<file path="src/rtl/gpio_irq_pkg.sv">
package gpio_irq_pkg;
   localparam int MAX_LINES  = 32;
   localparam int W_BYPASS   = 0;
   localparam int W_DIR      = 1;
   localparam int W_OUTEN    = 2;
   localparam int W_OUTVAL   = 3;
   localparam int W_INPUT    = 4;
   localparam int W_MASK     = 5;
   localparam int W_UNMASK   = 6;
   localparam int W_SETMASK  = 7;
   localparam int W_STATUS   = 8;
   localparam int W_TYPE     = 9;
   localparam int W_POL      = 10;
   localparam int W_ANYEDGE  = 11;

   typedef enum logic [1:0] {
      TRIG_LEVEL = 2'd0,
      TRIG_EDGE1 = 2'd1,
      TRIG_EDGE2 = 2'd2
   } trig_kind_e;
endpackage

</file>
<file path="src/rtl/gpio_sync.sv">
module gpio_sync #(
   parameter int WIDTH  = 32,
   parameter int STAGES = 2
) (
   input  logic             clk,
   input  logic             rst_n,
   input  logic [WIDTH-1:0] async_in,
   output logic [WIDTH-1:0] sync_out,
   output logic [WIDTH-1:0] sync_prev
);
   logic [WIDTH-1:0] chain_q [STAGES];

   always_ff @(posedge clk or negedge rst_n) begin
      if (!rst_n) begin
         for (int s = 0; s < STAGES; s++) chain_q[s] <= '0;
         sync_prev <= '0;
      end else begin
         chain_q[0] <= async_in;
         for (int s = 1; s < STAGES; s++) chain_q[s] <= chain_q[s-1];
         sync_prev <= chain_q[STAGES-1];
      end
   end

   assign sync_out = chain_q[STAGES-1];
endmodule

</file>
<file path="src/rtl/gpio_irq_detect.sv">
module gpio_irq_detect
   import gpio_irq_pkg::*;
#(
   parameter int WIDTH = 32
) (
   input  logic [WIDTH-1:0] level_now,
   input  logic [WIDTH-1:0] level_prev,
   input  logic [WIDTH-1:0] is_level,
   input  logic [WIDTH-1:0] polarity,
   input  logic [WIDTH-1:0] both_edges,
   output logic [WIDTH-1:0] hit
);
   for (genvar i = 0; i < WIDTH; i++) begin : g_line
      trig_kind_e kind;
      logic       rise, fall;
      assign rise = level_now[i] & ~level_prev[i];
      assign fall = ~level_now[i] & level_prev[i];
      assign kind = is_level[i]   ? TRIG_LEVEL :
                    both_edges[i] ? TRIG_EDGE2 : TRIG_EDGE1;
      always_comb begin
         unique case (kind)
            TRIG_LEVEL: hit[i] = ~(level_now[i] ^ polarity[i]);
            TRIG_EDGE2: hit[i] = rise | fall;
            default:    hit[i] = polarity[i] ? rise : fall;
         endcase
      end
   end
endmodule

</file>
<file path="src/rtl/gpio_pad_mux.sv">
module gpio_pad_mux #(
   parameter int WIDTH = 32
) (
   input  logic [WIDTH-1:0] bypass,
   input  logic [WIDTH-1:0] dir_in,
   input  logic [WIDTH-1:0] out_en,
   input  logic [WIDTH-1:0] out_val,
   input  logic [WIDTH-1:0] alt_out,
   input  logic [WIDTH-1:0] alt_oe,
   output logic [WIDTH-1:0] pad_out,
   output logic [WIDTH-1:0] pad_oe
);
   for (genvar i = 0; i < WIDTH; i++) begin : g_pad
      assign pad_out[i] = bypass[i] ? alt_out[i] : out_val[i];
      assign pad_oe[i]  = bypass[i] ? alt_oe[i]  : (~dir_in[i] & out_en[i]);
   end
endmodule

</file>
<file path="src/rtl/gpio_irq_ctrl.sv">
module gpio_irq_ctrl
   import gpio_irq_pkg::*;
#(
   parameter int NUM_LINES   = 32,
   parameter int DATA_W      = 32,
   parameter int ADDR_W      = 6,
   parameter int SYNC_STAGES = 2
) (
   input  logic                 clk,
   input  logic                 rst_n,
   input  logic                 wr_en,
   input  logic                 rd_en,
   input  logic [ADDR_W-1:0]    addr,
   input  logic [DATA_W-1:0]    wdata,
   output logic [DATA_W-1:0]    rdata,
   input  logic [NUM_LINES-1:0] pin_in,
   input  logic [NUM_LINES-1:0] alt_out,
   input  logic [NUM_LINES-1:0] alt_oe,
   output logic [NUM_LINES-1:0] pad_out,
   output logic [NUM_LINES-1:0] pad_oe,
   output logic                 irq
);
   localparam int IDX_W = ADDR_W - 2;
   localparam logic [IDX_W-1:0] I_BYP  = IDX_W'(W_BYPASS);
   localparam logic [IDX_W-1:0] I_DIR  = IDX_W'(W_DIR);
   localparam logic [IDX_W-1:0] I_OEN  = IDX_W'(W_OUTEN);
   localparam logic [IDX_W-1:0] I_OVL  = IDX_W'(W_OUTVAL);
   localparam logic [IDX_W-1:0] I_INP  = IDX_W'(W_INPUT);
   localparam logic [IDX_W-1:0] I_MSK  = IDX_W'(W_MASK);
   localparam logic [IDX_W-1:0] I_UNM  = IDX_W'(W_UNMASK);
   localparam logic [IDX_W-1:0] I_SETM = IDX_W'(W_SETMASK);
   localparam logic [IDX_W-1:0] I_STS  = IDX_W'(W_STATUS);
   localparam logic [IDX_W-1:0] I_TYP  = IDX_W'(W_TYPE);
   localparam logic [IDX_W-1:0] I_POL  = IDX_W'(W_POL);
   localparam logic [IDX_W-1:0] I_ANY  = IDX_W'(W_ANYEDGE);

   if (NUM_LINES < 1 || NUM_LINES > MAX_LINES) begin : g_bad_lines
      $error("NUM_LINES must be between 1 and %0d", MAX_LINES);
   end
   if (DATA_W < NUM_LINES) begin : g_bad_data
      $error("DATA_W must cover NUM_LINES");
   end
   if (ADDR_W < 6) begin : g_bad_addr
      $error("ADDR_W must reach twelve words");
   end
   if (SYNC_STAGES < 2) begin : g_bad_sync
      $error("SYNC_STAGES must be at least 2");
   end

   logic [IDX_W-1:0]     widx;
   logic [NUM_LINES-1:0] wd;
   logic [NUM_LINES-1:0] bypass_q, dir_q, oe_q, outv_q, mask_q;
   logic [NUM_LINES-1:0] status_q, type_q, pol_q, any_q;
   logic [NUM_LINES-1:0] in_sync, in_prev, hit_vec, rd_vec;
   logic                 rd_status;
   logic                 unused_bits;

   assign widx        = addr[ADDR_W-1:2];
   assign wd          = wdata[NUM_LINES-1:0];
   assign rd_status   = rd_en && (widx == I_STS);
   assign unused_bits = ^{addr[1:0], wdata};

   gpio_sync #(.WIDTH(NUM_LINES), .STAGES(SYNC_STAGES)) u_sync (
      .clk(clk), .rst_n(rst_n), .async_in(pin_in),
      .sync_out(in_sync), .sync_prev(in_prev)
   );

   gpio_irq_detect #(.WIDTH(NUM_LINES)) u_detect (
      .level_now(in_sync), .level_prev(in_prev), .is_level(type_q),
      .polarity(pol_q), .both_edges(any_q), .hit(hit_vec)
   );

   gpio_pad_mux #(.WIDTH(NUM_LINES)) u_pad (
      .bypass(bypass_q), .dir_in(dir_q), .out_en(oe_q), .out_val(outv_q),
      .alt_out(alt_out), .alt_oe(alt_oe), .pad_out(pad_out), .pad_oe(pad_oe)
   );

   always_ff @(posedge clk or negedge rst_n) begin
      if (!rst_n) begin
         bypass_q <= '0;
         dir_q    <= '1;
         oe_q     <= '0;
         outv_q   <= '0;
         mask_q   <= '1;
         type_q   <= '0;
         pol_q    <= '0;
         any_q    <= '0;
      end else if (wr_en) begin
         unique case (widx)
            I_BYP:   bypass_q <= wd;
            I_DIR:   dir_q    <= wd;
            I_OEN:   oe_q     <= wd;
            I_OVL:   outv_q   <= wd;
            I_UNM:   mask_q   <= mask_q & ~wd;
            I_SETM:  mask_q   <= mask_q | wd;
            I_TYP:   type_q   <= wd;
            I_POL:   pol_q    <= wd;
            I_ANY:   any_q    <= wd;
            default: ;
         endcase
      end
   end

   always_ff @(posedge clk or negedge rst_n) begin
      if (!rst_n) status_q <= '0;
      else        status_q <= (rd_status ? '0 : status_q) | hit_vec;
   end

   always_comb begin
      unique case (widx)
         I_BYP:   rd_vec = bypass_q;
         I_DIR:   rd_vec = dir_q;
         I_OEN:   rd_vec = oe_q;
         I_OVL:   rd_vec = outv_q;
         I_INP:   rd_vec = in_sync;
         I_MSK:   rd_vec = mask_q;
         I_STS:   rd_vec = status_q;
         I_TYP:   rd_vec = type_q;
         I_POL:   rd_vec = pol_q;
         I_ANY:   rd_vec = any_q;
         default: rd_vec = '0;
      endcase
   end

   assign rdata = rd_en ? DATA_W'(rd_vec) : '0;
   assign irq   = |(status_q & ~mask_q);
endmodule

</file>
<file path="config.mk">
export PLATFORM = sky130hd
export DESIGN_NAME = gpio_irq_ctrl
export DESIGN_NICKNAME = d
export VERILOG_FILES = /design/src/rtl/gpio_irq_pkg.sv /design/src/rtl/gpio_sync.sv /design/src/rtl/gpio_irq_detect.sv /design/src/rtl/gpio_pad_mux.sv /design/src/rtl/gpio_irq_ctrl.sv
export SDC_FILE = /design/constraint.sdc
export NUM_CORES = 1
export LEC_CHECK = 0
export BUFFER_PORTS_ARGS = -buffer_cell sky130_fd_sc_hd__buf_2
export CAP_MARGIN = 30
export CORE_AREA = 2 2 255 156
export DETAILED_ROUTE_END_ITERATION = 10
export DIE_AREA = 0 0 257 158
export PLACE_DENSITY = 0.7
export SLEW_MARGIN = 20
export SYNTH_ARGS = -nofsm -noshare
export SYNTH_HDL_FRONTEND = slang
export SYNTH_HIERARCHICAL = 1
export SYNTH_SLANG_ARGS = --single-unit
</file>
<file path="constraint.sdc">
create_clock -name clk -period 7.67 [get_ports clk]
set_clock_uncertainty 0.05 [all_clocks]
set_input_delay 2.301 -clock clk [delete_from_list [all_inputs] [get_ports clk]]
set_output_delay 2.301 -clock clk [all_outputs]
set_load 0.01 [all_outputs]
</file>
## Yosys cells after proc, flatten, opt, wreduce, memory -nomap -nowiden

Index checks and enable logic that the tools add are counted.

- Register bits: 384
- Bits of input ports: 138
- Output and inout bits: 97
- Word-level logic and storage cells: 589

- Equal/unequal tests: 43
- Mux-type cells: 196
- Bitwise operators: 294
- Reduce and logical (&&, ||, !) cells: 44

Operators with widths:

| kind | number |
|---|---|
| $pmux 32 s10 | 1 |
| $mux 2 | 64 |
| $not 1->1 | 128 |
| $and 1x1->1 | 96 |
| $mux 1 | 96 |
| $and 32x32->32 | 2 |
| $eq 2x2->1 const B | 32 |
| $logic_not 2->1 | 32 |
| $mux 32 | 2 |
| $not 32->32 | 2 |
| $or 32x32->32 | 2 |
| $pmux 1 s2 | 32 |
| $pmux 32 s2 | 1 |
| $or 1x1->1 | 32 |
| $reduce_or 32->1 | 1 |
| $xor 1x1->1 | 32 |
| $eq 4x3->1 const B | 4 |
| $eq 4x4->1 const B | 4 |
| $reduce_and 2->1 | 8 |
| $eq 4x2->1 const B | 2 |
| $eq 4x1->1 const B | 1 |
| $logic_not 4->1 | 1 |
| $reduce_bool 2->1 | 1 |
| $logic_and 1x1->1 | 1 |

## Depth between registers and ports, before layout

Gate-level depths: netlist of run 1.

- Depth after elaboration: 5
- Mapped depth: 7

## Hierarchy

Netlist of run 1, hierarchy kept.

Modules (own cells, without submodules):

| module | times used | cells an instance | area an instance (sq um) |
|---|---|---|---|
| gpio_irq_ctrl | 1 | 948 | 13,140.1 |
| gpio_sync | 1 | 128 | 2,642.5 |
| gpio_irq_detect | 1 | 320 | 2,242.2 |
| gpio_pad_mux | 1 | 128 | 960.9 |

## Least setup slack after synthesis of run 1

Ideal clock, no wire load.

- Kind: input to output
- Start point: input port addr[5]
- End point: output port rdata[12]
- Data arrival time: 3,562 ps
- Data required time: 5,319 ps
- Slack: 1,757 ps
- Cell stages on the path: 6
- Buffers on the path: 2
- Path through: buf_4 nor4b_4 buf_2 a22o_2 a221oi_2 a31oi_1

- Word-level cells in the longest chain between the ends: 3
- Elaborated cells between the ends (all ways): 12
- Classes of those cells: 9 x eq/ne; 2 x mux; 1 x reduce/logical

RTL lines:

| item | line | RTL |
|---|---|---|
| from (decl) | gpio_irq_ctrl.sv:13 | `input logic [ADDR_W-1:0] addr,` |
| $eq 4x4->1, or another cell as far along | gpio_irq_ctrl.sv:110 | `unique case (widx)` |
| $pmux 32 s10 (*) | gpio_irq_ctrl.sv:110 |  |
| $mux 32 (*) | gpio_irq_ctrl.sv:125 | `assign rdata = rd_en ? DATA_W'(rd_vec) : '0;` |
| to (decl) | gpio_irq_ctrl.sv:15 | `output logic [DATA_W-1:0] rdata,` |

Mark *: on every way between the ends. The rest lies on a longest branch, timed or not.

## Worst setup path after layout of run 1

- Start point: input port addr[2]
- End point: output port rdata[12]

The elaborated chain is that of the path after synthesis.

==> results of run 1 <==
[synthesized netlist by cell type]
master	n	area share (%)
inv_1	96	1.9
o22ai_1	16	0.53
dfrtp_1	320	42
nor4b_4	4	0.50
nand2b_1	32	1.1
a22oi_1	32	1.3
buf_2	31	0.82
nor4_1	4	0.13
clkbuf_1	21	0.42
ha_1	64	4.2
and4b_1	2	0.11
mux2_2	239	14
nand4_1	1	0.033
a22o_1	44	2.0
mux2_1	49	2.9
and4bb_2	3	0.20
clkbuf_2	1	0.026
buf_4	45	1.8
a221oi_1	46	2.1
xnor2_1	32	1.5
a21o_1	32	1.3
nor4_4	1	0.11
nand2_2	3	0.099
a31oi_1	32	1.1
and4bb_1	1	0.066
o21ai_1	62	1.6
a22o_2	20	1.1
mux2_4	32	2.5
dfstp_2	64	8.9
buf_6	8	0.47
a21oi_1	32	0.84
nand2_1	134	2.6
a221oi_2	18	1.4
o21ai_0	3	0.079
[area by class of cell]
class	instances	area, µm²	share of cell area, %
Antenna cell	1	2.50	0.0115
Clock buffer	50	1060	4.87
Clock inverter	18	196	0.904
Inverter	96	360	1.66
Multi-Input combinational cell	938	8290	38.1
Sequential cell	384	9690	44.6
Tap cell	522	653	3.01
Timing Repair Buffer	261	1480	6.83
[power by group through the flow]
stage / clock, mW / sequential (mW) / combinational (mW)
after floorplan: 0 / 2.72 / 0.782
after global placement: 0 / 2.85 / 1.04
after detailed placement: 0 / 2.87 / 1.07
after CTS: 1.94 / 2.84 / 1.08
after global routing: 2.04 / 2.90 / 1.17
final: 1.91 / 2.85 / 1.07
[critical path, cell delays in order]
cell and delay [ns]:
buf_2 0.37, and4bb_2 0.61, buf_4 0.39, a221oi_2 0.13, a31oi_1 0.34, buf_2 0.21
[logic make-up after synthesis]
group           count (synthesis)  share of synthesized area, %
flops                         384                          51.0
xor+xnor                       32                          1.48
simple gates                  185                          4.95
compound gates                337                          13.3
fa+ha+maj                      64                          4.22
mux                           320                          19.6
buf+inv                       202                          5.41
[final timing paths]
path	start	endpoint	cells past startpoint
min in group asynchronous	rst_n	u_sync/chain_q[38]$_DFF_PN0_	1
worst max register to register	u_sync/sync_out[26]$_DFF_PN0_	status_q[26]$_DFF_PN0_	6
worst min-delay path	u_sync/chain_q[39]$_DFF_PN0_	u_sync/sync_out[7]$_DFF_PN0_	0
worst max-delay path	addr[2]	rdata[12]	6
max in group asynchronous	rst_n	u_sync/sync_out[19]$_DFF_PN0_	2
worst min register to register	u_sync/chain_q[39]$_DFF_PN0_	u_sync/sync_out[7]$_DFF_PN0_	0
[per-layer routing]
metal	up-vias	part of all wire, %
met1	6865	44
met5	-	0.017
met3	106	7.9
li1	5879	-
met4	2	3.1
met2	553	45
[registers in the layout (all words and copies together) (netlist names), named ones only]
signal            count
outv_q               32
u_sync/sync_out      32
dir_q                32
any_q                32
oe_q                 32
bypass_q             32
pol_q                32
type_q               32
u_sync/sync_prev     32
status_q             32
u_sync/chain_q       32
[per-stage QoR]
step | setup WS (ns) | instance area [µm²] | util, %
4_1_cts | 0.973 | 21700 | 56.4
2_1_floorplan | 1.76 | 19000 | -
6_report | 0.946 | 21700 | 56.5
3_5_place_dp | 0.979 | 20400 | 53.2
3_3_place_gp | 0.975 | 20400 | 53.0
5_1_grt | 0.906 | 21700 | 56.5
==> impl_metrics.tcl, run 1 <==
set metrics [dict create \
    layout_min_cycle_time_ns 6.72 \
    placed_cells_incl_taps 2200 \
    use_met1_pct 36.6 \
    timing.critical_path.arrival_ns 4.37 \
    ys.warnings.count 6 \
    io-pin-count 235 \
    area_growth_syn_to_layout_pct 14.5 \
    cellInternalPower_mw 4.15 \
    cts.hold.buffers_added 0 \
    power-per-cell-area_nw_per_um2 268 \
    drt_drc_violations_left 0 \
    via_count_of_the_first_global_routing_pass 13400 \
    core_area_um2 38500 \
    rsz0062_at_grt "false" \
    fp.dieW_um 257 \
    clock_power_share_pct 32.7 \
    postSynthCellCount 1524 \
    end_kind "output port" \
    routed_via_density 5.91 \
    net-switching-power_mw 1.68 \
    synth_fp_nets 1726 \
    synth_seq_area_share_pct 51.0 \
    grt_start_max_net_pins 183 \
    grt_antenna_before_repair 3 \
    dr.first_iter.drc_count 1128 \
    worstMarginPinSlew_ns 1.03 \
    row_count 56 \
    count_of_state_elements_after_synthesis 384 \
    layout-drive-gt1-share_pct 40.9 \
    maxCapViolations 0 \
    route.antenna.remaining_nets 0 \
    h-tree-depth 2 \
    die_area_um2 40600 \
    synthesized_area_per_cell_um2 12.5 \
    critical_path.max_fanout 18 \
    hold_path_class "reg -> reg" \
    port-buffer-count 232 \
    hold_slack_ns 0.297 \
    ctsRootBufferMaster "clkbuf_16" \
    leading_cell_type_in_the_layout_fill_and_taps_excluded "dfrtp_1" \
    cts.sinks 384 \
    grt_use_met3_pct 5.43 \
    achievable-frequency_mhz 149 \
    die_height_um 158 \
    grt_met2_usage_pct 38.9 \
    drt_pass1_iterations 5 \
    grt.busiest_layer "met2" \
    dp.final_hpwl_mm 34.2 \
    cts_tree "done" \
    num_vias 13400 \
    groute.usage.overall_pct 25.6 \
    wire_per_inst_um 23.1 \
    grt_first_pass_wirelength_mm 79.8 \
    run_status "completed" \
    worst_setup_path_start_kind "input port" \
    layout.nets 1920 \
    setup-tns-final_ns 0 \
    place_congestion 0.841 \
    clk_latency_ns 0.54 \
    start_util_pct 49.4 \
    irDropWorstVdd_mv 0.109 \
    fill_cells 3194 \
    postCtsResizedCells 0 \
    register_to_register_setup_slack_ns 6.09 \
    wirelength_mm 52.5 \
    power.share.sequential_pct 48.9 \
    clk_pin_slew_worst_paths_ns 0.06 \
    timing.max_slew.rel_slack_pct 31.5 \
    final_number_of_setup_violating_endpoints 0 \
    netlist-cell-type-count 34 \
    post-cts-setup-buffers 0 \
    layout.cells.most_common_list "dfrtp_1, mux2_2, buf_2" \
    power.share.switching_pct 28.8 \
    crit_required_ns 5.32 \
    power.share.combinational_pct 18.4 \
    timing.setup.critical_path_class "in -> out" \
    cts_buffer_depth 3 \
    global_route.overflow_total 0 \
    finalHoldViolations 0 \
    post_synth_instance_area_um2 19000 \
    p_leak_nw 10.1 \
    layoutNonFillerInstCount 2270 \
    total_power_mw 5.83 \
    cts_buffers 37 \
    layout_worst_path_cycle_share_pct 87.7 \
    timing_max_transition_violations_final 0 \
]
Note: power is estimated with default switching activity, not from simulation.
==> inputs of run 2 (changes only) <==
BUFFER_PORTS_ARGS = not set   (was -buffer_cell sky130_fd_sc_hd__buf_2)
DONT_BUFFER_PORTS = 1   (was not set)
PLACE_DENSITY = not set   (was 0.7)
==> run 2 against run 1 <==
Against the previous run: via count decreased by 7.1%; clock-buffer cell count up 14; combinational power shrank 17%; sequential power barely moved; hold slack about the same; critical path depth fell by 1; clock power rose by 3%; largest cell class unchanged.
==> impl_metrics.tcl, run 2 (synthesis gave the netlist of run 1 again) <==
set metrics [dict create \
    run_status "completed" \
    layoutNonFillerInstCount 2039 \
    layout.cells.most_common_list "dfrtp_1, mux2_2, nand2_1" \
    worstMarginPinSlew_ns 1.12 \
    setup-tns-final_ns 0 \
    fp.dieW_um 257 \
    drt_pass1_iterations 5 \
    layout_worst_path_cycle_share_pct 84.1 \
    post_route_utilization_pct 53.4 \
    worst_r2r_endpoint "status_q[19]$_DFF_PN0_" \
    cts.hold.buffers_added 0 \
    via_count_of_the_first_global_routing_pass 12600 \
    layout-drive-gt1-share_pct 31.5 \
    core_area_um2 38500 \
    timing.hold.worst.start "u_sync/chain_q[39]$_DFF_PN0_" \
    achievable-frequency_mhz 155 \
    layout_min_cycle_time_ns 6.45 \
    p_leak_nw 9.10 \
    io-pin-count 235 \
    timing.max_slew.rel_slack_pct 25.5 \
    timing_max_transition_violations_final 0 \
    maxCapViolations 0 \
    cpPeakStageDelay_ns 0.88 \
    register_to_register_setup_slack_ns 6.08 \
    final_cell_area_um2 20500 \
    crit_required_ns 5.32 \
    route.antenna.remaining_nets 0 \
    hold_path_class "reg -> reg" \
    irDropWorstVdd_mv 0.158 \
    power-per-cell-area_nw_per_um2 277 \
    crit_family "simple AND/OR/NAND/NOR gates" \
    start_util_pct 49.4 \
    post-cts-setup-buffers 0 \
    timing.critical_path.arrival_ns 4.10 \
    routed_via_density 6.11 \
    wirelength_met1_mm 24.8 \
    hold_slack_ns 0.297 \
    drt_drc_violations_left 0 \
    timing.rr.start "u_sync/sync_out[19]$_DFF_PN0_" \
    dr_wl_met2_mm 23.7 \
    dr.first_iter.drc_count 1236 \
    h-tree-depth 2 \
    detailroute.wirelength.met3_mm 3.51 \
    grt_antenna_before_repair 0 \
    finalHoldViolations 0 \
    min_delay_path_depth 0 \
    cts.sinks 384 \
    place_congestion 0.836 \
    cts_tree "done" \
    die_area_um2 40600 \
    dp.final_hpwl_mm 34.1 \
    cts_buffer_depth 3 \
    grt_first_pass_wirelength_mm 79.3 \
    cts_buffers 39 \
    wirelength_mm 53.0 \
    end_kind "output port" \
    final_antenna_diode_count 0 \
    port-buffer-count 0 \
    crit_path_cell_trace "and4b_2 > buf_4 > a22o_1 > a221oi_1 > a31oi_1" \
    worst_setup_path_start_kind "input port" \
    wire_per_inst_um 26.0 \
    postCtsResizedCells 0 \
    timing.setup.critical_path_class "in -> out" \
    crit_slowest_cell "and4b_2" \
    rsz0062_at_grt "false" \
    die_height_um 158 \
    leading_cell_type_in_the_layout_fill_and_taps_excluded "dfrtp_1" \
    grt_start_max_net_pins 385 \
    clk_latency_ns 0.54 \
    worst-r2r-cell-count 6 \
    layout.nets 1690 \
    placed_cells_incl_taps 1969 \
    routed.top_layer "met4" \
    hold-path-endpoint "u_sync/sync_out[7]$_DFF_PN0_" \
    num_vias 12500 \
    area_growth_syn_to_layout_pct 8.19 \
    dpl_cell_area_um2 19200 \
    critical_path.max_fanout 23 \
    row_count 56 \
    ctsRootBufferMaster "clkbuf_16" \
    global_route.overflow_total 0 \
    crit_buf_inv 1 \
    clk_pin_slew_worst_paths_ns 0.06 \
    groute.usage.overall_pct 26.0 \
    final_number_of_setup_violating_endpoints 0 \
]
==> run 2: cell count changes in the layout (fill, tap and decap cells not counted), moves of 2 or more <==
cell / delta
buf_2: -231
clkbuf_8: +5
clkinv_2: -9
buf_4: +5
buf_12: -4
clkbuf_16: +2
clkbuf_1: +7
==> run 2: stage by stage <==
stage | power [mW] | setup slack, ns
5_1_grt | 5.96 | 1.18
3_3_place_gp | 3.72 | 1.21
2_1_floorplan | 3.50 | 1.76
3_5_place_dp | 3.76 | 1.24
4_1_cts | 5.74 | 1.23
6_report | 5.70 | 1.22
==> run 2: area by class of cell <==
cell class | instances | area [µm²]
Fill cell | 3244 | 17900
Sequential cell | 384 | 9690
Multi-Input combinational cell | 938 | 8290
Clock buffer | 64 | 1200
Tap cell | 522 | 653
Inverter | 96 | 360
Timing Repair Buffer | 29 | 243
Clock inverter | 6 | 105
==> run 2: worst max path at each step <==
stage	startpoint	end	slack, ns	cells past startpoint
after floorplan	addr[5]	rdata[12]	1.76	6
after global placement	addr[4]	rdata[25]	1.21	5
after detailed placement	addr[4]	rdata[25]	1.24	5
after CTS	addr[4]	rdata[25]	1.23	5
after global routing	addr[4]	rdata[25]	1.18	5
final	addr[4]	rdata[25]	1.22	5
==> run 2: worst reg2reg max path, cell delays in order (launching register included) <==
cell	delay [ns]
dfrtp_1	0.45
inv_1	0.07
ha_1	0.19
mux2_1	0.29
o21ai_1	0.18
nand2_1	0.09
a21o_1	0.17
==> run 2: power breakdown <==
part	internal (mW)	total [mW]	switching (mW)
Combinational	0.512	0.888	0.376
Clock	1.17	1.96	0.793
Sequential	2.44	2.85	0.405
Total	4.12	5.70	1.57
==> run 2: layer usage <==
| metal | GRT usage, % | up-vias |
|---|---|---|
| li1 | - | 5407 |
| met1 | 37.8 | 6525 |
| met2 | 39.9 | 436 |
| met3 | 4.74 | 83 |
| met4 | 6.89 | 0 |
| met5 | 0 | - |
